## config.mk

```make
export PLATFORM = sky130hd
export DESIGN_NAME = tlb_lockrr
export DESIGN_NICKNAME = d
export VERILOG_FILES = /design/src/rtl/tlb_lockrr_pkg.sv /design/src/rtl/tlb_demap_dec.sv /design/src/rtl/tlb_victim.sv /design/src/rtl/tlb_lockrr.sv
export SDC_FILE = /design/constraint.sdc
export NUM_CORES = 2
export LEC_CHECK = 0
export ABC_AREA = 0
export ABC_CLOCK_PERIOD_IN_PS = 21400
export BUFFER_PORTS_ARGS = -buffer_cell sky130_fd_sc_hd__buf_2
export CORE_ASPECT_RATIO = 1.4
export CORE_UTILIZATION = 31
export DETAILED_ROUTE_END_ITERATION = 8
export GPL_TIMING_DRIVEN = 0
export PLACE_DENSITY = 0.52
export SYNTH_ARGS = -nofsm -noshare
export SYNTH_HDL_FRONTEND = slang
export SYNTH_SLANG_ARGS = --single-unit
```

## constraint.sdc

```tcl
create_clock -name clk -period 21.4 [get_ports clk]
set_clock_uncertainty 0.05 [all_clocks]
set_input_delay 2.14 -clock clk [delete_from_list [all_inputs] [get_ports clk]]
set_output_delay 2.14 -clock clk [all_outputs]
set_load 0.02 [all_outputs]
```

## src/rtl/tlb_lockrr_pkg.sv

```systemverilog
package tlb_lockrr_pkg;
  // demap kind, decoded from command word bits [7:6]
  typedef enum logic [1:0] {
    DM_PAGE = 2'd0,
    DM_CTX  = 2'd1,
    DM_ALL  = 2'd2,
    DM_BAD  = 2'd3
  } dm_kind_e;

  // context selector, decoded from command word bits [5:4]
  typedef enum logic [1:0] {
    CS_PRI  = 2'd0,
    CS_SEC  = 2'd1,
    CS_NONE = 2'd2,
    CS_ZERO = 2'd3
  } ctx_sel_e;
endpackage

```

## src/rtl/tlb_demap_dec.sv

```systemverilog
module tlb_demap_dec
  import tlb_lockrr_pkg::*;
#(
  parameter int ADDR_W  = 64,
  parameter int VPN_LSB = 13,
  parameter int CTX_W   = 13,
  localparam int VPN_W  = ADDR_W - VPN_LSB
) (
  input  logic              cmd_valid,
  input  logic [ADDR_W-1:0] cmd_word,
  input  logic [CTX_W-1:0]  pri_ctx,
  input  logic [CTX_W-1:0]  sec_ctx,
  output logic              do_page,
  output logic              do_ctx,
  output logic              do_all,
  output logic              bad_kind,
  output logic [VPN_W-1:0]  sel_vpn,
  output logic              sel_real,
  output logic [CTX_W-1:0]  sel_ctx
);
  dm_kind_e kind;
  ctx_sel_e csel;
  logic     ctx_ok;
  logic     unused_cmd_bits;

  assign kind     = dm_kind_e'(cmd_word[7:6]);
  assign csel     = ctx_sel_e'(cmd_word[5:4]);
  assign sel_vpn  = cmd_word[ADDR_W-1:VPN_LSB];
  assign sel_real = cmd_word[9];
  assign unused_cmd_bits = ^{cmd_word[VPN_LSB-1:10], cmd_word[8], cmd_word[3:0]};

  always_comb begin
    ctx_ok  = 1'b1;
    sel_ctx = '0;
    unique case (csel)
      CS_PRI:  sel_ctx = pri_ctx;
      CS_SEC:  sel_ctx = sec_ctx;
      CS_ZERO: sel_ctx = '0;
      default: ctx_ok  = 1'b0;
    endcase
  end

  assign do_page  = cmd_valid && (kind == DM_PAGE) && ctx_ok;
  assign do_ctx   = cmd_valid && (kind == DM_CTX)  && ctx_ok;
  assign do_all   = cmd_valid && (kind == DM_ALL);
  assign bad_kind = cmd_valid && (kind == DM_BAD);
endmodule

```

## src/rtl/tlb_victim.sv

```systemverilog
module tlb_victim #(
  parameter int N = 8,
  localparam int IDX_W = (N > 1) ? $clog2(N) : 1
) (
  input  logic             clk,
  input  logic             rst_n,
  input  logic             pick,
  input  logic [N-1:0]     match_vec,
  input  logic [N-1:0]     valid_vec,
  input  logic [N-1:0]     lock_vec,
  output logic [IDX_W-1:0] idx,
  output logic             fallback
);
  logic [IDX_W-1:0] last_q, last_d;
  logic [IDX_W-1:0] m_idx, f_idx, r_idx;
  logic             m_found, f_found, r_found, rr_used;
  logic [IDX_W:0]   cand;

  // priority: matching slot, lowest free slot, round-robin unlocked slot
  always_comb begin
    m_found = 1'b0; m_idx = '0;
    f_found = 1'b0; f_idx = '0;
    r_found = 1'b0; r_idx = '0;
    cand    = '0;
    for (int i = 0; i < N; i++) begin
      if (!m_found && match_vec[i]) begin m_found = 1'b1; m_idx = IDX_W'(i); end
      if (!f_found && !valid_vec[i]) begin f_found = 1'b1; f_idx = IDX_W'(i); end
    end
    for (int k = 1; k < N; k++) begin
      cand = {1'b0, last_q} + (IDX_W+1)'(k);
      if (cand >= (IDX_W+1)'(N)) cand = cand - (IDX_W+1)'(N);
      if (!r_found && !lock_vec[cand[IDX_W-1:0]]) begin
        r_found = 1'b1;
        r_idx   = cand[IDX_W-1:0];
      end
    end
  end

  assign rr_used  = !m_found && !f_found && r_found;
  assign fallback = !m_found && !f_found && !r_found;

  always_comb begin
    if (m_found)      idx = m_idx;
    else if (f_found) idx = f_idx;
    else if (r_found) idx = r_idx;
    else              idx = IDX_W'(N-1);
  end

  always_comb begin
    last_d = last_q;
    if (pick && rr_used) last_d = r_idx;
  end

  always_ff @(posedge clk or negedge rst_n) begin
    if (!rst_n) last_q <= '0;
    else        last_q <= last_d;
  end

  a_r6_ptr_hold: assert property (@(posedge clk) disable iff (!rst_n)
    (pick && fallback) |=> $stable(last_q));
  a_r5_ptr_moves: assert property (@(posedge clk) disable iff (!rst_n)
    (pick && rr_used) |=> (last_q == $past(idx)));
endmodule

```

## src/rtl/tlb_lockrr.sv

```systemverilog
module tlb_lockrr #(
  parameter int N       = 8,
  parameter int ADDR_W  = 64,
  parameter int VPN_LSB = 13,
  parameter int PID_W   = 8,
  parameter int CTX_W   = 13,
  parameter int PPN_W   = 28,
  localparam int VPN_W  = ADDR_W - VPN_LSB
) (
  input  logic              clk,
  input  logic              rst_n,
  input  logic              ins_valid,
  input  logic [VPN_W-1:0]  ins_vpn,
  input  logic [PID_W-1:0]  ins_pid,
  input  logic [CTX_W-1:0]  ins_ctx,
  input  logic              ins_real,
  input  logic              ins_lock,
  input  logic [PPN_W-1:0]  ins_ppn,
  input  logic [VPN_W-1:0]  lk_vpn,
  input  logic [PID_W-1:0]  lk_pid,
  input  logic [CTX_W-1:0]  lk_ctx,
  input  logic              lk_real,
  output logic              lk_hit,
  output logic [PPN_W-1:0]  lk_ppn,
  output logic              lk_locked,
  input  logic              dm_valid,
  input  logic [ADDR_W-1:0] dm_addr,
  input  logic [PID_W-1:0]  dm_pid,
  input  logic [CTX_W-1:0]  dm_pri_ctx,
  input  logic [CTX_W-1:0]  dm_sec_ctx,
  output logic              dm_err
);
  localparam int IDX_W = (N > 1) ? $clog2(N) : 1;

  // slot storage: valid has reset, payload is written under enable only
  logic [N-1:0]     v_q, v_d;
  logic [N-1:0]     lock_q;
  logic [N-1:0]     real_q;
  logic [VPN_W-1:0] vpn_q [N];
  logic [PID_W-1:0] pid_q [N];
  logic [CTX_W-1:0] ctx_q [N];
  logic [PPN_W-1:0] ppn_q [N];

  logic [N-1:0]     lk_match, ins_match, dm_kill, we;
  logic [IDX_W-1:0] vic_idx;
  logic             vic_fb;

  logic             do_page, do_ctx, do_all, bad_kind, sel_real;
  logic [VPN_W-1:0] sel_vpn;
  logic [CTX_W-1:0] sel_ctx;

  logic             hit_d, lock_d;
  logic [PPN_W-1:0] ppn_d;
  logic             err_q;

  tlb_demap_dec #(.ADDR_W(ADDR_W), .VPN_LSB(VPN_LSB), .CTX_W(CTX_W)) i_dec (
    .cmd_valid (dm_valid),
    .cmd_word  (dm_addr),
    .pri_ctx   (dm_pri_ctx),
    .sec_ctx   (dm_sec_ctx),
    .do_page   (do_page),
    .do_ctx    (do_ctx),
    .do_all    (do_all),
    .bad_kind  (bad_kind),
    .sel_vpn   (sel_vpn),
    .sel_real  (sel_real),
    .sel_ctx   (sel_ctx)
  );

  tlb_victim #(.N(N)) i_vic (
    .clk       (clk),
    .rst_n     (rst_n),
    .pick      (ins_valid),
    .match_vec (ins_match),
    .valid_vec (v_q),
    .lock_vec  (lock_q),
    .idx       (vic_idx),
    .fallback  (vic_fb)
  );

  // per-slot comparators
  for (genvar g = 0; g < N; g++) begin : g_slot
    logic base_pid_dm;
    assign lk_match[g]  = v_q[g] && (pid_q[g] == lk_pid) && (real_q[g] == lk_real) &&
                          (vpn_q[g] == lk_vpn) && (lk_real || (ctx_q[g] == lk_ctx));
    assign ins_match[g] = v_q[g] && (pid_q[g] == ins_pid) && (real_q[g] == ins_real) &&
                          (vpn_q[g] == ins_vpn) && (ins_real || (ctx_q[g] == ins_ctx));
    assign base_pid_dm  = v_q[g] && (pid_q[g] == dm_pid);
    assign dm_kill[g]   = (do_page && base_pid_dm && (real_q[g] == sel_real) &&
                           (vpn_q[g] == sel_vpn) && (ctx_q[g] == sel_ctx)) ||
                          (do_ctx && base_pid_dm && !real_q[g] && (ctx_q[g] == sel_ctx)) ||
                          (do_all && base_pid_dm);
    assign we[g]        = ins_valid && (vic_idx == IDX_W'(g));

    always_ff @(posedge clk) begin
      if (we[g]) begin
        vpn_q[g]  <= ins_vpn;
        pid_q[g]  <= ins_pid;
        ctx_q[g]  <= ins_ctx;
        ppn_q[g]  <= ins_ppn;
        real_q[g] <= ins_real;
        lock_q[g] <= ins_lock;
      end
    end
  end

  // valid next state: demap clears, insert sets (insert wins on its slot)
  always_comb begin
    v_d = v_q & ~dm_kill;
    if (ins_valid) v_d[vic_idx] = 1'b1;
  end

  // lookup result mux
  always_comb begin
    hit_d  = |lk_match;
    ppn_d  = '0;
    lock_d = 1'b0;
    for (int i = 0; i < N; i++) begin
      if (lk_match[i]) begin
        ppn_d  = ppn_d | ppn_q[i];
        lock_d = lock_d | lock_q[i];
      end
    end
  end

  always_ff @(posedge clk or negedge rst_n) begin
    if (!rst_n) begin
      v_q    <= '0;
      lk_hit <= 1'b0;
      err_q  <= 1'b0;
    end else begin
      v_q    <= v_d;
      lk_hit <= hit_d;
      err_q  <= bad_kind;
    end
  end

  always_ff @(posedge clk) begin
    lk_ppn    <= ppn_d;
    lk_locked <= lock_d;
  end

  assign dm_err = err_q;

  a_r2_single_hit: assert property (@(posedge clk) disable iff (!rst_n)
    $onehot0(lk_match));
  a_r10_bad_keeps: assert property (@(posedge clk) disable iff (!rst_n)
    (dm_valid && dm_addr[7:6] == 2'b11 && !ins_valid) |=> (v_q == $past(v_q)));
  a_r10_err_cause: assert property (@(posedge clk) disable iff (!rst_n)
    dm_err |-> $past(dm_valid));
  a_r4_free_first: assert property (@(posedge clk) disable iff (!rst_n)
    (ins_valid && !(|ins_match) && !(&v_q)) |-> !v_q[vic_idx]);
  a_r6_lock_spared: assert property (@(posedge clk) disable iff (!rst_n)
    (ins_valid && !(|ins_match) && (&v_q) && !vic_fb) |-> !lock_q[vic_idx]);
endmodule

```

==> impl_metrics.yaml <==
status:
  status: "finished with violations"
  violations: "capacitance limit, slew limit"
synth:
  synthesis.nets: 4298
  syn-instance-count: 4019
  synth_mux_area_share_pct: 1.06
  synth_edf_count: 816
  synth_top_family_by_area: "XOR/XNOR gates"
  synth_cell_types: 69
  synth_fa_ha_area_share_pct: 0.0514
  synthXorXnorAreaFrac_pct: 26.9
  ys_seq_area_share_pct: 52.2
  synth.avg_cell_area_um2: 12.1
  ys_ff_latch: 858
  yosys_warnings: 0
  synth-compound-area-share_pct: 7.17
  yosys.area_share.simple_pct: 9.00
  syn_area_um2: 48700
  synth-async-reset-ratio_pct: 1.52
  synth_ff_type: "edfxtp_1"
finish:
  fillCellCount: 15300
  drive_above_1_share_pct: 15.2
  area_growth_pct: 18.2
  final_util_pct: 37.0
  fin_nets: 4743
clock_tree:
  clock-sinks: 858
  h-tree-depth: 3
  cts_max_path_buffers: 3
  clkSlewWorstSetupHoldPaths_ps: 60
  cts_buffers: 95
  postCtsResizedCells: 0
  post-cts-setup-buffers: 0
  postCtsHoldBufs: 0
  clockRootBuffer: "clkbuf_16"
  cts_tree: "built"
  clk_latency_ps: 830
timing:
  period_minus_slack_ps: 10760
  slew_viol_final: 141
  rsz0062_at_grt: "false"
  min_period_over_period_pct: 50.3
  worstMarginPinSlew_ps: 1700
  setup_viol: 0
  slew-limit-headroom_pct: -14.5
  setup_tns_ps: 0
  hold_viol: 0
  timing.fmax_mhz: 93.0
floorplanning:
  num_rows: 171
  core_area_um2: 156000
  die_area_um2: 159000
  initial_core_util_pct: 31.3
  ios: 308
  die_h_um: 471
  die_x_um: 337
power:
  internal-power_mw: 5.88
  power_density_nw_per_um2: 210
  power_leakage_nw: 19.0
  ir_worst_vdd_uv: 122
  power_switching_mw: 6.19
  seq_power_share_pct: 41.5
  power_frac_comb_pct: 43.0
  power_frac_clock_pct: 15.5
  swShare_pct: 51.3
global_routing:
  grt_pass1_vias: 39700
  antenna_found_initial: 56
  grtUsageTotal_pct: 50.3
  grt_pass1_wl_um: 492000
  overflow: 0
  grt_max_degree: 17
worst_setup_path:
  crit_arrival_ps: 11240
  crit_path_start_kind: "primary input"
  crit_fanout: 10
  ff2ff_path_depth: 19
  critPathCaptureType: "flop"
  critPathKind: "primary input to flop"
  regToRegEndpoint: "vpn_q[1][30]"
  reg2reg_slack_ps: 12400
  required_ps: 21890
  r2r-start: "vpn_q[1][195]"
  startpoint: "ins_real"
  cp-endpoint: "vpn_q[1][30]"
routing:
  wirelength_um: 402000
  viasPerCell: 6.44
  drc: 0
  ant_nets: 0
  wl_per_cell_um: 60.5
  dr.pass1.iters: 8
  dr.first_iter.drc_count: 6843
  vias: 42800
job:
  maxCapViolations: 28
worst_hold_path:
  hold_class: "flop to flop"
place:
  numPortBuffers: 167
  globalplace.congestion: 1.18
  dp_hpwl_um: 317000
==> critical path: stages <==
cell      delay (ps)
buf_2            280
clkbuf_1         680
buf_1           1000
xnor2_1          220
nand4_1          420
nor4_1          1550
nand4_1          740
nor3_1           440
nor2_1           110
nand3_2          220
o21ai_1          320
nor4_2          1010
buf_4            340
buf_4            200
buf_4            160
buf_4            170
buf_4            190
buf_4            200
buf_4            190
buf_4            180
buf_4            210
buf_4            200
==> power by group through the flow <==
| stage | combinational [mW] | sequential [mW] | clock [mW] |
|---|---|---|---|
| after floorplan | 2.33 | 4.21 | 0 |
| after global placement | 3.36 | 4.77 | 0 |
| after detailed placement | 4.85 | 4.87 | 0 |
| after CTS | 4.87 | 4.84 | 1.86 |
| after global routing | 5.21 | 4.88 | 1.92 |
| final | 5.19 | 5.01 | 1.87 |
==> cells by family after synthesis <==
family / after synthesis
XOR/XNOR: 1497
multiplexers: 40
buffers and inverters: 443
AO/OA/AOI/OAI: 439
adder cells (fa/ha/maj): 2
AND/OR/NAND/NOR: 740
flip-flops: 858
==> placed cells by master (no fill, tap or decap), types with 98 or more instances in the layout <==
| master | n |
|---|---|
| nor4_1 | 201 |
| edfxtp_1 | 816 |
| xnor2_1 | 909 |
| inv_1 | 194 |
| nand4_1 | 263 |
| buf_2 | 238 |
| clkbuf_16 | 98 |
| buf_4 | 127 |
| xor2_1 | 578 |
| clkbuf_1 | 137 |
==> flip-flops by register name (all words and copies together), names as in the netlist, 8 cells and up <==
name and count:
ppn_q 224, real_q 8, vpn_q 408, ctx_q 104
lock_q 8, lk_ppn 28, v_q 8, pid_q 64
==> cell usage after synthesis (43+ instances only) <==
library cell | number | area share, %
nand2b_1 | 55 | 0.71
a221oi_1 | 69 | 1.2
nand2_1 | 50 | 0.39
xor2_1 | 582 | 10
nand4_1 | 263 | 3.4
inv_1 | 194 | 1.5
o22ai_1 | 74 | 0.95
a22o_1 | 47 | 0.85
clkbuf_1 | 166 | 1.3
edfxtp_1 | 816 | 50
a22oi_1 | 43 | 0.66
o2111ai_1 | 51 | 0.92
buf_2 | 70 | 0.72
xnor2_1 | 914 | 16
nor4_1 | 231 | 3.0
==> per-layer routing <==
layer / routed length [µm] / global-route usage [%]
met5: 103 / 0.123
met2: 170000 / 72.8
met4: 48900 / 50.3
met1: 140000 / 55.5
met3: 42900 / 18.5
==> metrics by stage <==
| stage | area (µm²) | hold slack (ps) | setup WS (ps) | std cells | power [mW] |
|---|---|---|---|---|---|
| floorplan | 48700 | 377 | 6760 | 4019 | 6.55 |
| global placement | 52100 | 392 | -10720 | 6262 | 8.13 |
| detailed placement | 53900 | 398 | 10570 | 6435 | 9.72 |
| CTS | 57300 | 415 | 11400 | 6613 | 11.6 |
| global route | 57500 | 439 | 11120 | 6623 | 12.0 |
| finish | 57600 | 419 | 10640 | 6650 | 12.1 |
==> area by class of cell <==
cell class	count	area, µm²	area share (%)
repair buffers	348	2460	4.27
clock buffers	106	2490	4.32
inverters	199	747	1.30
plain buffers	244	1060	1.85
diodes	29	72.6	0.126
clock inverters	72	931	1.62
well taps	2076	2600	4.51
flip-flops and latches	858	25400	44.1
multi-input cells	2718	21800	37.9
==> worst min path at each step <==
stage,startpoint,end,cells past startpoint
3_5_place_dp,ppn_q[0][45],lk_ppn[17],2
6_report,ppn_q[0][45],lk_ppn[17],2
5_1_grt,ppn_q[0][11],lk_ppn[11],2
2_1_floorplan,ppn_q[0][38],lk_ppn[10],2
4_1_cts,ppn_q[0][11],lk_ppn[11],2
3_3_place_gp,ppn_q[0][23],lk_ppn[23],2
(Power assumes the default switching activity.)
